## config.mk

```make
export PLATFORM = sky130hd
export DESIGN_NAME = ithr_ctrl
export DESIGN_NICKNAME = d
export VERILOG_FILES = /design/src/rtl/ithr_pkg.sv /design/src/rtl/ithr_age.sv /design/src/rtl/ithr_countdown.sv /design/src/rtl/ithr_cause_regs.sv /design/src/rtl/ithr_ctrl.sv
export SDC_FILE = /design/constraint.sdc
export NUM_CORES = 1
export LEC_CHECK = 0
export BUFFER_PORTS_ARGS = -buffer_cell sky130_fd_sc_hd__buf_2
export CAP_MARGIN = 0
export CORE_UTILIZATION = 55
export DETAILED_ROUTE_END_ITERATION = 16
export PLACE_DENSITY = 0.85
export SYNTH_ARGS = -nofsm -noshare
export SYNTH_HDL_FRONTEND = slang
export SYNTH_SLANG_ARGS = --single-unit
```

## constraint.sdc

```tcl
create_clock -name clk -period 3.1 [get_ports clk]
set_input_delay 0.62 -clock clk [delete_from_list [all_inputs] [get_ports clk]]
set_output_delay 0.62 -clock clk [all_outputs]
set_load 0.1 [all_outputs]
```

## src/rtl/ithr_pkg.sv

```systemverilog
package ithr_pkg;
    typedef enum logic [1:0] {
        ST_IDLE     = 2'd0,
        ST_ARMED    = 2'd1,
        ST_ASSERTED = 2'd2
    } ithr_state_e;
endpackage

```

## src/rtl/ithr_age.sv

```systemverilog
// Cycles elapsed since the last delivery; saturates so a long idle never wraps.
module ithr_age #(
    parameter int AGE_W = 22
) (
    input  logic             clk,
    input  logic             rst_n,
    input  logic             restart,
    output logic [AGE_W-1:0] age
);
    always_ff @(posedge clk) begin
        if (!rst_n)              age <= '1;
        else if (restart)        age <= '0;
        else if (age != '1)      age <= age + AGE_W'(1);
    end
endmodule

```

## src/rtl/ithr_countdown.sv

```systemverilog
// Remaining cycles until a deferred delivery fires.
module ithr_countdown #(
    parameter int CNT_W = 22
) (
    input  logic             clk,
    input  logic             rst_n,
    input  logic             load,
    input  logic [CNT_W-1:0] load_val,
    output logic             at_zero
);
    logic [CNT_W-1:0] rem;

    always_ff @(posedge clk) begin
        if (!rst_n)           rem <= '0;
        else if (load)        rem <= load_val;
        else if (rem != '0)   rem <= rem - CNT_W'(1);
    end

    assign at_zero = (rem == '0);
endmodule

```

## src/rtl/ithr_cause_regs.sv

```systemverilog
// Cause and mask registers; exposes the values they take at the next edge.
module ithr_cause_regs #(
    parameter int CAUSE_W = 8
) (
    input  logic               clk,
    input  logic               rst_n,
    input  logic               clear,
    input  logic [CAUSE_W-1:0] set_bits,
    input  logic               mask_wr,
    input  logic [CAUSE_W-1:0] mask_wdata,
    output logic [CAUSE_W-1:0] cause,
    output logic [CAUSE_W-1:0] cause_nx,
    output logic [CAUSE_W-1:0] mask_nx
);
    logic [CAUSE_W-1:0] mask_q;

    // clear acts first, then the new bits are merged in
    assign cause_nx = (clear ? '0 : cause) | set_bits;
    assign mask_nx  = mask_wr ? mask_wdata : mask_q;

    always_ff @(posedge clk) begin
        if (!rst_n) begin
            cause  <= '0;
            mask_q <= '0;
        end else begin
            cause  <= cause_nx;
            mask_q <= mask_nx;
        end
    end
endmodule

```

## src/rtl/ithr_ctrl.sv

```systemverilog
module ithr_ctrl
    import ithr_pkg::*;
#(
    parameter int CAUSE_W   = 8,
    parameter int IVL_W     = 16,
    parameter int TICK_LOG2 = 6,
    parameter int CNT_W     = 32
) (
    input  logic               clk,
    input  logic               rst_n,
    input  logic [IVL_W-1:0]   itr_interval,
    input  logic               post_valid,
    input  logic [CAUSE_W-1:0] post_bits,
    input  logic               post_urgent,
    input  logic               cause_rd,
    input  logic               mask_wr,
    input  logic [CAUSE_W-1:0] mask_wdata,
    output logic [CAUSE_W:0]   rd_data,
    output logic               irq,
    output logic               deliver_pulse,
    output logic [CNT_W-1:0]   attempt_count
);
    localparam int WIN_W = IVL_W + TICK_LOG2;

    ithr_state_e        state, state_nx;
    logic [CAUSE_W-1:0] cause, cause_nx, mask_nx;
    logic [WIN_W-1:0]   age, window, post_load, mask_load, load_val;
    logic               cd_zero, load, do_deliver;
    logic               elapsed, fire, attempt, pending;

    assign window    = {itr_interval, {TICK_LOG2{1'b0}}};
    // fire lands in the cycle where age would first reach window
    assign post_load = window - age - WIN_W'(1);
    assign mask_load = (window == '0) ? '0 : window - WIN_W'(1);

    ithr_cause_regs #(.CAUSE_W(CAUSE_W)) u_regs (
        .clk        (clk),
        .rst_n      (rst_n),
        .clear      (cause_rd),
        .set_bits   (post_valid ? post_bits : '0),
        .mask_wr    (mask_wr),
        .mask_wdata (mask_wdata),
        .cause      (cause),
        .cause_nx   (cause_nx),
        .mask_nx    (mask_nx)
    );

    ithr_age #(.AGE_W(WIN_W)) u_age (
        .clk     (clk),
        .rst_n   (rst_n),
        .restart (do_deliver),
        .age     (age)
    );

    ithr_countdown #(.CNT_W(WIN_W)) u_cd (
        .clk      (clk),
        .rst_n    (rst_n),
        .load     (load),
        .load_val (load_val),
        .at_zero  (cd_zero)
    );

    assign elapsed = (itr_interval == '0) || post_urgent || (age >= window);
    assign fire    = (state == ST_ARMED) && cd_zero;
    assign attempt = (post_valid && elapsed) || fire;
    assign pending = |(cause_nx & mask_nx);

    // next state and actions
    always_comb begin
        state_nx   = state;
        do_deliver = 1'b0;
        load       = 1'b0;
        load_val   = '0;
        if (attempt) begin
            if (pending) begin
                do_deliver = 1'b1;             // post-deliver / timer-fire
                state_nx   = ST_ASSERTED;
            end else begin
                state_nx   = ST_IDLE;          // attempt with nothing unmasked
            end
        end else if ((cause_rd || mask_wr) && !pending) begin
            state_nx = ST_IDLE;                // clear-drop
        end else begin
            unique case (state)
                ST_IDLE: begin
                    if (post_valid) begin
                        load     = 1'b1;       // post-defer
                        load_val = post_load;
                        state_nx = ST_ARMED;
                    end else if (mask_wr && pending) begin
                        load     = 1'b1;       // mask-arm
                        load_val = mask_load;
                        state_nx = ST_ARMED;
                    end
                end
                ST_ARMED:    state_nx = ST_ARMED;
                ST_ASSERTED: state_nx = ST_ASSERTED;
                default:     state_nx = ST_IDLE;
            endcase
        end
    end

    // state register
    always_ff @(posedge clk) begin
        if (!rst_n) state <= ST_IDLE;
        else        state <= state_nx;
    end

    // registered outputs
    always_ff @(posedge clk) begin
        if (!rst_n) begin
            deliver_pulse <= 1'b0;
            attempt_count <= '0;
        end else begin
            deliver_pulse <= do_deliver;
            if (attempt) attempt_count <= attempt_count + CNT_W'(1);
        end
    end

    assign irq     = (state == ST_ASSERTED);
    assign rd_data = {irq, cause};
endmodule

```

==> metrics.md, run 1 <==
| Metric | Value |
|---|---|
| CTS Sinks | `95` |
| Syn Area/Cell | `7.92 um2` |
| DR top layer | `met4` |
| Final worst path period share | `0.963` |
| CTS Buffer Depth | `2` |
| Seq/Total Area, Yosys | `0.287` |
| Synthesis-to-layout area growth | `15.1%` |
| Reg clk slew, reported paths | `0.07 ns` |
| IR drop worst, VDD | `between 0.3 and 0.4 mV` |
| Setup_tns | `0 ns` |
| Routability congestion estimate | `0.939` |
| Initial DRT Pass Iterations | `11` |
| Tmin final | `2.98 ns` |
| First-pass GRT wire length | `28700 um` |
| Synth Register Bits | `95` |
| Top cells by area, synth | `dfxtp_1, ha_1, mux2i_1` |
| CTS H-Tree Depth | `3` |
| Post-synth EDFFs | `0` |
| Synthesized Nets | `around 900` |
| Post-Syn Instances | `838` |
| Detail Placement HPWL | `12800 um` |
| Sequential power share | `0.353` |
| Met2 routed WL | `8040 um` |
| Cts hold-fix bufs | `0` |
| Cell Area, Synth | `6640 um2` |
| Core area | `~12000 um2` |
| WP data required | `3.35 ns` |
| Grt ovf | `0` |
| Int Pwr | `between 2 and 3 mW` |
| Post-synthesis mux area share | `0.0605` |
| CTS tree | `done` |
| Initial antenna violation count | `0` |
| Root Driver | `clkbuf_16` |
| Compound-gate portion of the synthesized area | `0.197` |
| Metal3 WL | `between 1000 and 1500 um` |
| Failing checks | `DRC` |
| Vias in the first global route | `6025` |
| Post-synth top flop | `dfxtp_1` |
| Max-slew violations | `0` |
| # port buffers | `80` |
| Initial DRC count | `slightly above 600` |
| Adder-Cell Fraction of Synth Area | `0.0709` |
| Yosys cell types | `74` |
| Crit Path Category | `flop to flop` |
| Rows | `39` |
| Sw frac | `0.394` |
| Crit Path Max Fanout | `12` |
| Drt wl/cell | `16.0 um` |
| Comb pwr share | `0.423` |
| Synth warnings | `0` |
| Final-report setup violation count | `0` |
| Commonest non-fill, non-tap cell in the layout | `dfxtp_1` |
| Num CTS Buffers | `9` |
| Chip width | `112 um` |
| Most frequent cells in the layout | `dfxtp_1, nand2_1, buf_2` |
| Part of the power in the clock network | `0.224` |
| Startpoint Class | `flop` |
| Ports | `slightly above 80` |
| RSZ-0062 raised after global routing | `false` |
| DRT Wirelength | `17300 um` |
| Post-synthesis xor/xnor area fraction | `0.0699` |
| Critical Path AT | `3.23 ns` |
| Synth Area in Simple Gates | `0.265` |
| All-Layer GR Usage | `0.279` |
| Routed length on met1 | `7820 um` |
| Status | `complete, but fails checks` |
| Share of cells above drive strength 1 | `0.173` |
| Max-cap violations | `0` |
| Hold/Removal Path Class | `flop to flop` |
| Slew at the pin closest to its max-slew limit | `between 0.5 and 0.6 ns` |
| P_leak | `between 3 and 4 nW` |
| Starting density of the core | `0.574` |
| Final hold vios | `0` |
| PwrDens | `597 nW/um2` |
| Fmax | `335 MHz` |
| Ys async rst share | `0` |
| Die H | `between 100 and 150 um` |
| R2R setup slack | `0.12 ns` |
| Endpoint type of the worst setup path | `flop` |
| Max transition margin | `0.627` |
| Hold WS | `0.466 ns` |
| Area leader, netlist | `dfxtp_1` |
| DR vias | `6501` |
| Clock skew | `about 0.0097 ns` |
| Final nets | `1007` |
| Post-route ant nets | `0` |
| Skew-Pair Late Insertion Delay | `0.35 ns` |
| Combinational family with the most area after synthesis | `simple AND/OR/NAND/NOR gates` |
| # DRC | `4` |
| Switching power | `~1.8 mW` |
| Antenna Cells | `0` |
| Largest net degree at the start of global routing | `58` |
| Drt via density | `6.03` |
| Die area | `12500 um2` |
| Post-synth top area share | `0.287` |
==> cell usage after synthesis, types with 4 or more instances <==
library cell and number:
dfxtp_1 95, nand2_1 80, a21oi_1 63, nor2_1 62, o21ai_0 50, xnor2_1 44
inv_1 41, mux2i_1 39, nand2b_1 39, ha_1 36, nand3_1 34, clkbuf_1 23
nand4_1 21, nor3_1 18, a21o_1 14, and3_1 14, a211oi_1 11, nor4_1 11
o211ai_1 9, xor2_1 9, or4_1 7, a31oi_1 6, and4_1 6, buf_2 6
o21a_1 6, o31ai_1 6, o2bb2ai_1 5, buf_1 4, buf_4 4, nand3b_1 4
nor2b_1 4, or2_2 4, or3_1 4
==> flip-flops by register name, summed over array words and instances (netlist names) <==
| signal | flops |
|---|---|
| attempt_count | 32 |
| deliver_pulse | 1 |
| state | 2 |
| u_age.age | 22 |
| u_cd.rem | 22 |
| u_regs.cause | 8 |
| u_regs.mask_q | 8 |
==> final timing paths <==
check                          from                 to  cells after the start
setup / recovery       u_age.age[6]       u_cd.rem[19]                     12
hold / removal    attempt_count[31]  attempt_count[31]                      2
setup reg to reg       u_age.age[6]       u_cd.rem[19]                     12
hold reg to reg   attempt_count[31]  attempt_count[31]                      2
==> cell type report <==
class / count / area [um2]
Clock buffer: 9 / 225
Clock inverter: 5 / 36.3
Fill cell: 959 / 3930
Inverter: 42 / 158
Multi-Input combinational cell: 662 / 4410
Sequential cell: 95 / 1900
Tap cell: 143 / 179
Timing Repair Buffer: 122 / 728
==> power by group through the flow <==
stage          clock network [mW]  registers (mW)  logic [mW]
2_1_floorplan                   0            1.65        1.37
3_3_place_gp                    0            1.62        1.84
3_5_place_dp                    0            1.63        1.88
4_1_cts                      1.03            1.60        1.90
5_1_grt                      1.08            1.63        2.12
6_report                     1.02            1.61        1.93
==> per-layer routing <==
metal / GRT usage / vias to the layer above
li1: - / 3197
met1: 0.372 / 3074
met2: 0.449 / 196
met5: 0 / -
met4: 0.109 / 0
met3: 0.0479 / 34
==> worst max-delay path, cell delays in order (launching register included) <==
cell,delay (ns)
dfxtp_1,0.31
inv_1,0.14
ha_1,0.22
inv_1,0.07
fa_1,0.41
a211oi_1,0.23
o21ai_0,0.13
nand3_1,0.11
nand4_2,0.15
o41a_2,0.62
o211ai_1,0.24
buf_4,0.17
o2bb2ai_1,0.07
==> logic make-up after synthesis <==
kind of cell | Yosys count
buffers and inverters | 81
adders and majority gates | 37
and+or+nand+nor | 327
DFF | 95
muxes | 40
AOI/OAI and AO/OA | 205
xor gates and xnor gates | 53
==> timing repair <==
item / 4_1_cts / 5_1_grt
endpoints found under the setup margin: 0 / 9
setup buffers: 0 / 1
gates resized for setup: 0 / 2
==> through the flow <==
| stage | util | total power, mW | setup WS, ns | instance area [um2] | std cells |
|---|---|---|---|---|---|
| floorplan | - | 3.02 | 0.164 | 6640 | 838 |
| global placement | 0.636 | 3.46 | 0.0139 | 7360 | 1063 |
| detailed placement | 0.636 | 3.51 | -0.136 | 7360 | 1063 |
| CTS | 0.659 | 4.53 | 0.0819 | 7620 | 1077 |
| global route | 0.661 | 4.84 | 0.00215 | 7640 | 1078 |
| finish | 0.661 | 4.56 | 0.115 | 7640 | 1078 |
No activity file was read; power rests on OpenSTA's default activity.
==> run 2: changes to the inputs <==
--- a/config.mk
+++ b/config.mk
@@ -6,7 +6,7 @@
 export NUM_CORES = 1
 export LEC_CHECK = 0
 export BUFFER_PORTS_ARGS = -buffer_cell sky130_fd_sc_hd__buf_2
-export CAP_MARGIN = 0
+export CORE_ASPECT_RATIO = 0.7
 export CORE_UTILIZATION = 55
 export DETAILED_ROUTE_END_ITERATION = 16
 export PLACE_DENSITY = 0.85
==> run 2 against run 1 <==
Compared with the run above: the flow now finishes without violations; largest power group unchanged; die area about the same; sequential share of layout area decreased by 0.51 points; worst setup slack gained 0.065 ns; hold slack improved by 0.016 ns; critical path depth stayed put; sequential power about the same.
==> metrics.md, run 2 (synthesis results as in run 1) <==
| Metric | Value |
|---|---|
| Skew-Pair Late Insertion Delay | `0.34 ns` |
| Drt wl/cell | `16.9 um` |
| Sw frac | `0.378` |
| Status | `finished, final reports clean` |
| Hold WS | `0.482 ns` |
| Reg clk slew, reported paths | `around 0.07 ns` |
| Placed cells | `1083` |
| Critical Path AT | `~3.2 ns` |
| All-Layer GR Usage | `0.300` |
| Reg with most FFs | `attempt_count` |
| Max-cap violations | `0` |
| Share of cells above drive strength 1 | `0.179` |
| Rows | `33` |
| Initial antenna violation count | `0` |
| Antenna Cells | `0` |
| Crit Path Max Fanout | `16` |
| Fmax | `342 MHz` |
| Initial DRT Pass Iterations | `5` |
| Startpoint Class | `flop` |
| Vias in the first global route | `5932` |
| Regs by FF count | `attempt_count (32), u_age.age (22), u_cd.rem (22)` |
| Final nets | `1013` |
| Crit path largest cell delay | `between 0.5 and 0.6 ns` |
| Part of the power in the clock network | `0.266` |
| Tmin final | `a little under 3 ns` |
| Routability congestion estimate | `about 0.96` |
| Final worst path period share | `0.942` |
| Grt ovf | `0` |
| Worst-path cell chain | `inv_1 > ha_1 > inv_1 > fa_1 > a211oi_1 > o21ai_0 > nand3_1 > nand4_2 > o41a_4 > o211ai_1 > buf_4 > o2bb2ai_1` |
| Critical path's slowest cell | `o41a_4` |
| Detail Placement HPWL | `13700 um` |
| Post-route ant nets | `0` |
| P_leak | `about 3.3 nW` |
| CTS Sinks | `95` |
| Max transition margin | `0.446` |
| Core area | `11700 um2` |
| Die area | `12500 um2` |
| Drt via density | `6.02` |
| Switching power | `1.87 mW` |
| Crit Path Category | `flop to flop` |
| Fin area | `between 7000 and 8000 um2` |
| Core Util, Final | `0.665` |
| Fin cells | `between 1k and 1.5k` |
| Hold/Removal Path Class | `flop to flop` |
| Synthesis-to-layout area growth | `17.5%` |
| Most frequent cells in the layout | `dfxtp_1, nand2_1, buf_2` |
| Total chip power | `4.94 mW` |
| CTS H-Tree Depth | `3` |
| # DRC | `0` |
| Die H | `between 90 and 100 um` |
| WP data required | `3.33 ns` |
| CTS tree | `done` |
| Cell mode on critical path | `inv_1` |
| Chip width | `133 um` |
| Slew at the pin closest to its max-slew limit | `0.830 ns` |
| PwrDens | `633 nW/um2` |
| Post-DP Area | `between 7000 and 8000 um2` |
| Clock skew | `0.0100 ns` |
| Max-slew violations | `0` |
| Num CTS Buffers | `9` |
| Comb pwr share | `0.408` |
| DRT Wirelength | `18600 um` |
| Final hold vios | `0` |
| Endpoint type of the worst setup path | `flop` |
| CTS Buffer Depth | `2` |
| Root Driver | `clkbuf_16` |
| Cts hold-fix bufs | `0` |
| Sequential power share | `0.326` |
| DR vias | `6624` |
| Starting density of the core | `0.566` |
| Int Pwr | `3.07 mW` |
| Initial DRC count | `around 700` |
| Ports | `81` |
| # port buffers | `80` |
| Number of flip-flops in the largest register | `32` |
| Largest net degree at the start of global routing | `87` |
| First-pass GRT wire length | `roughly 30000 um` |
| IR drop worst, VDD | `0.349 mV` |
| Commonest non-fill, non-tap cell in the layout | `dfxtp_1` |
| Final-report setup violation count | `0` |
[run 2: power groups by stage]
stage | Combinational (mW) | Sequential, mW | Clock, mW
floorplan | 1.37 | 1.65 | 0
global placement | 1.90 | 1.62 | 0
detailed placement | 1.93 | 1.63 | 0
CTS | 1.98 | 1.60 | 1.32
global route | 2.20 | 1.63 | 1.37
finish | 2.02 | 1.61 | 1.31
[run 2: worst max-delay path: cells and delay by family (launching register included)]
kind	cells	cell delay [ns]
compound gates	5	1.24
fa+ha+maj	2	0.60
buf+inv	3	0.38
flops	1	0.32
simple gates	2	0.27
[run 2: final timing paths]
path                           from                end  slack (ns)  cells after the start
setup / recovery       u_age.age[6]       u_cd.rem[16]        0.18                     12
hold / removal    attempt_count[29]  attempt_count[29]        0.48                      2
setup reg to reg       u_age.age[6]       u_cd.rem[16]        0.18                     12
hold reg to reg   attempt_count[29]  attempt_count[29]        0.48                      2
[run 2: per-layer routing]
metal | wire [um] | track usage | vias up
li1 | - | - | 3208
met1 | 8780 | 0.430 | 3113
met2 | 7890 | 0.447 | 277
met3 | 1640 | 0.0755 | 26
met4 | 237 | 0.0710 | 0
met5 | 0 | 0 | -
[run 2: what timing repair did]
action	4_1_cts	5_1_grt
endpoints found under the hold margin	0	0
buffers inserted	0	1
setup endpoints to repair	0	7
resized for setup	0	2
[run 2: area by class of cell]
cell class,instances,area [um2]
Multi-Input combinational cell,662,4420
Inverter,42,158
Tap cell,157,196
Clock buffer,10,239
Fill cell,998,3930
Timing Repair Buffer,128,773
Sequential cell,95,1900
Clock inverter,6,113
[run 2: through the flow]
| step | setup TNS, ns | setup WS, ns |
|---|---|---|
| floorplan | 0 | 0.164 |
| global placement | -0.0467 | -0.0247 |
| detailed placement | -0.621 | -0.127 |
| CTS | 0 | 0.122 |
| global route | -0.0619 | -0.0179 |
| finish | 0 | 0.180 |
==> run 3: changes to the inputs <==
--- a/config.mk
+++ b/config.mk
@@ -7,9 +7,9 @@
 export LEC_CHECK = 0
 export BUFFER_PORTS_ARGS = -buffer_cell sky130_fd_sc_hd__buf_2
 export CORE_ASPECT_RATIO = 0.7
-export CORE_UTILIZATION = 55
+export CORE_UTILIZATION = 32
 export DETAILED_ROUTE_END_ITERATION = 16
-export PLACE_DENSITY = 0.85
+export PLACE_DENSITY = 0.58
 export SYNTH_ARGS = -nofsm -noshare
 export SYNTH_HDL_FRONTEND = slang
 export SYNTH_SLANG_ARGS = --single-unit
==> run 3 against run 2 <==
Compared with the run above: via count is 3.1% lower; critical path depth is 1 lower; clock-buffer cell count is 1 lower; utilization is 27 points lower; cell count is 11% higher; largest cell class unchanged; total power is 2.9% lower; flip-flop and latch count stayed put.
==> metrics.md, run 3 (synthesis results as in run 1) <==
| Metric | Value |
|---|---|
| Final worst path period share | `0.930` |
| Clock skew | `0.0109 ns` |
| Max-slew violations | `0` |
| Reg clk slew, reported paths | `0.08 ns` |
| Rows | `43` |
| Share of cells above drive strength 1 | `0.184` |
| Int Pwr | `a little under 3 mW` |
| Status | `finished, final reports clean` |
| Initial DRT Pass Iterations | `5` |
| Comb pwr share | `0.415` |
| DR vias | `around 6.4k` |
| All-Layer GR Usage | `0.192` |
| # DRC | `0` |
| Chip width | `about 170 um` |
| Critical path's slowest cell | `o41a_4` |
| CTS H-Tree Depth | `3` |
| Met2 routed WL | `7840 um` |
| P_leak | `~3.3 nW` |
| Drt wl/cell | `16.5 um` |
| Final hold vios | `0` |
| Number of fill cells | `between 2k and 2.5k` |
| Critical Path AT | `3.16 ns` |
| Endpoint type of the worst setup path | `flop` |
| Cell mode on critical path | `inv_1` |
| Drt via density | `5.27` |
| IR drop worst, VDD | `approximately 0.24 mV` |
| Final nets | `1017` |
| Post-route ant nets | `0` |
| Die area | `21300 um2` |
| Slew at the pin closest to its max-slew limit | `0.669 ns` |
| Crit Path Category | `flop to flop` |
| Core area | `20100 um2` |
| Hold WS | `0.477 ns` |
| Routability congestion estimate | `0.927` |
| Startpoint Class | `flop` |
| DRT Wirelength | `20100 um` |
| Max-cap violations | `0` |
| Hold/Removal Path Class | `flop to flop` |
| Reg with most FFs | `attempt_count` |
| Sequential power share | `0.337` |
| Most frequent cells in the layout | `dfxtp_1, nand2_1, buf_2` |
| Crit Path Max Fanout | `16` |
| Metal3 WL | `1620 um` |
| WP data required | `3.38 ns` |
| Final-report setup violation count | `0` |
| Crit path largest cell delay | `0.58 ns` |
| CTS tree | `done` |
| Sw frac | `0.394` |
| Tmin final | `approximately 2.9 ns` |
| CTS Buffer Depth | `2` |
| Part of the power in the clock network | `0.247` |
| CTS Sinks | `95` |
| Die H | `123 um` |
| Post-CTS Setup Bufs | `0` |
| Grt ovf | `0` |
| Worst-path cell chain | `inv_1 > ha_1 > inv_1 > fa_1 > a211oi_1 > o21ai_0 > nand3_1 > nand4_2 > o41a_4 > nor4_4 > o2bb2ai_1` |
| First-pass GRT wire length | `32100 um` |
| PwrDens | `around 600 nW/um2` |
| Vias in the first global route | `5766` |
| Commonest non-fill, non-tap cell in the layout | `dfxtp_1` |
| Fmax | `347 MHz` |
| Switching power | `1.89 mW` |
| Synthesis-to-layout area growth | `19.7%` |
| Ports | `81` |
| Largest net degree at the start of global routing | `64` |
| Initial DRC count | `492` |
| DR top layer | `met4` |
| # port buffers | `80` |
| Detail Placement HPWL | `around 15000 um` |
| Skew-Pair Late Insertion Delay | `0.35 ns` |
| Number of flip-flops in the largest register | `32` |
| Regs by FF count | `attempt_count (32), u_age.age (22), u_cd.rem (22)` |
| Initial antenna violation count | `1` |
| Root Driver | `clkbuf_16` |
| Setup_tns | `0 ns` |
| Max transition margin | `0.551` |
| Num CTS Buffers | `9` |
| Routed length on met1 | `~10000 um` |
| Starting density of the core | `0.331` |
| R2R setup slack | `0.22 ns` |
==> run 3: cell count changes in the layout (fill, tap and decap cells not counted) <==
| cell | before | now |
|---|---|---|
| bufinv_16 | 3 | 1 |
| diode_2 | 0 | 1 |
| buf_4 | 47 | 50 |
| a2111oi_1 | 1 | 0 |
| clkbuf_8 | 1 | 0 |
| inv_8 | 0 | 2 |
| a2111oi_2 | 0 | 1 |
| buf_12 | 1 | 2 |
| inv_6 | 2 | 3 |
==> run 3: critical path, delay by kind of cell (launching register included) <==
family	cells	cell delay (ns)
compound gates	4	1.09
simple gates	3	0.62
fa+ha+maj	2	0.57
flops	1	0.32
buf+inv	2	0.21
==> run 3: per-layer routing <==
metal	vias up	track usage
met5	-	0
met4	0	0.0466
met3	15	0.0502
met2	193	0.262
met1	2975	0.292
li1	3236	-
==> run 3: what timing repair did <==
action | 4_1_cts | 5_1_grt
gates resized for setup | 0 | 3
hold buffers | 0 | 0
endpoints found under the setup margin | 0 | 11
==> run 3: power by group through the flow <==
| stage | logic, mW | registers, mW | clock network (mW) |
|---|---|---|---|
| global route | 2.20 | 1.65 | 1.26 |
| detailed placement | 1.96 | 1.64 | 0 |
| floorplan | 1.37 | 1.65 | 0 |
| CTS | 1.97 | 1.61 | 1.21 |
| finish | 1.99 | 1.62 | 1.19 |
| global placement | 1.96 | 1.64 | 0 |
==> run 3: layout make-up <==
type                            instances  area (um2)  area share
Tap cell                              270         338      0.0425
Timing Repair Buffer                  132         816       0.103
Clock buffer                            9         225      0.0283
Sequential cell                        95        1900       0.239
Clock inverter                          7        83.8      0.0105
Multi-Input combinational cell        662        4420       0.556
Antenna cell                            1        2.50    0.000315
Inverter                               42         158      0.0198
==> run 3: per-stage QoR <==
stage / std cells / utilization / instance area (um2) / setup slack (ns) / total power [mW]
after floorplan: 838 / - / 6640 / 0.164 / 3.02
after CTS: 1217 / 0.395 / 7920 / 0.135 / 4.80
final: 1218 / 0.396 / 7950 / 0.216 / 4.79
after detailed placement: 1201 / 0.379 / 7610 / -0.120 / 3.60
after global routing: 1217 / 0.396 / 7940 / -0.00614 / 5.10
after global placement: 1201 / 0.379 / 7610 / -0.0326 / 3.60
==> run 3: worst paths after layout <==
kind / start / endpoint / cells past startpoint
setup reg to reg: u_age.age[6] / u_cd.rem[4] / 11
hold reg to reg: attempt_count[31] / attempt_count[31] / 2
hold / removal: attempt_count[31] / attempt_count[31] / 2
setup / recovery: u_age.age[6] / u_cd.rem[4] / 11
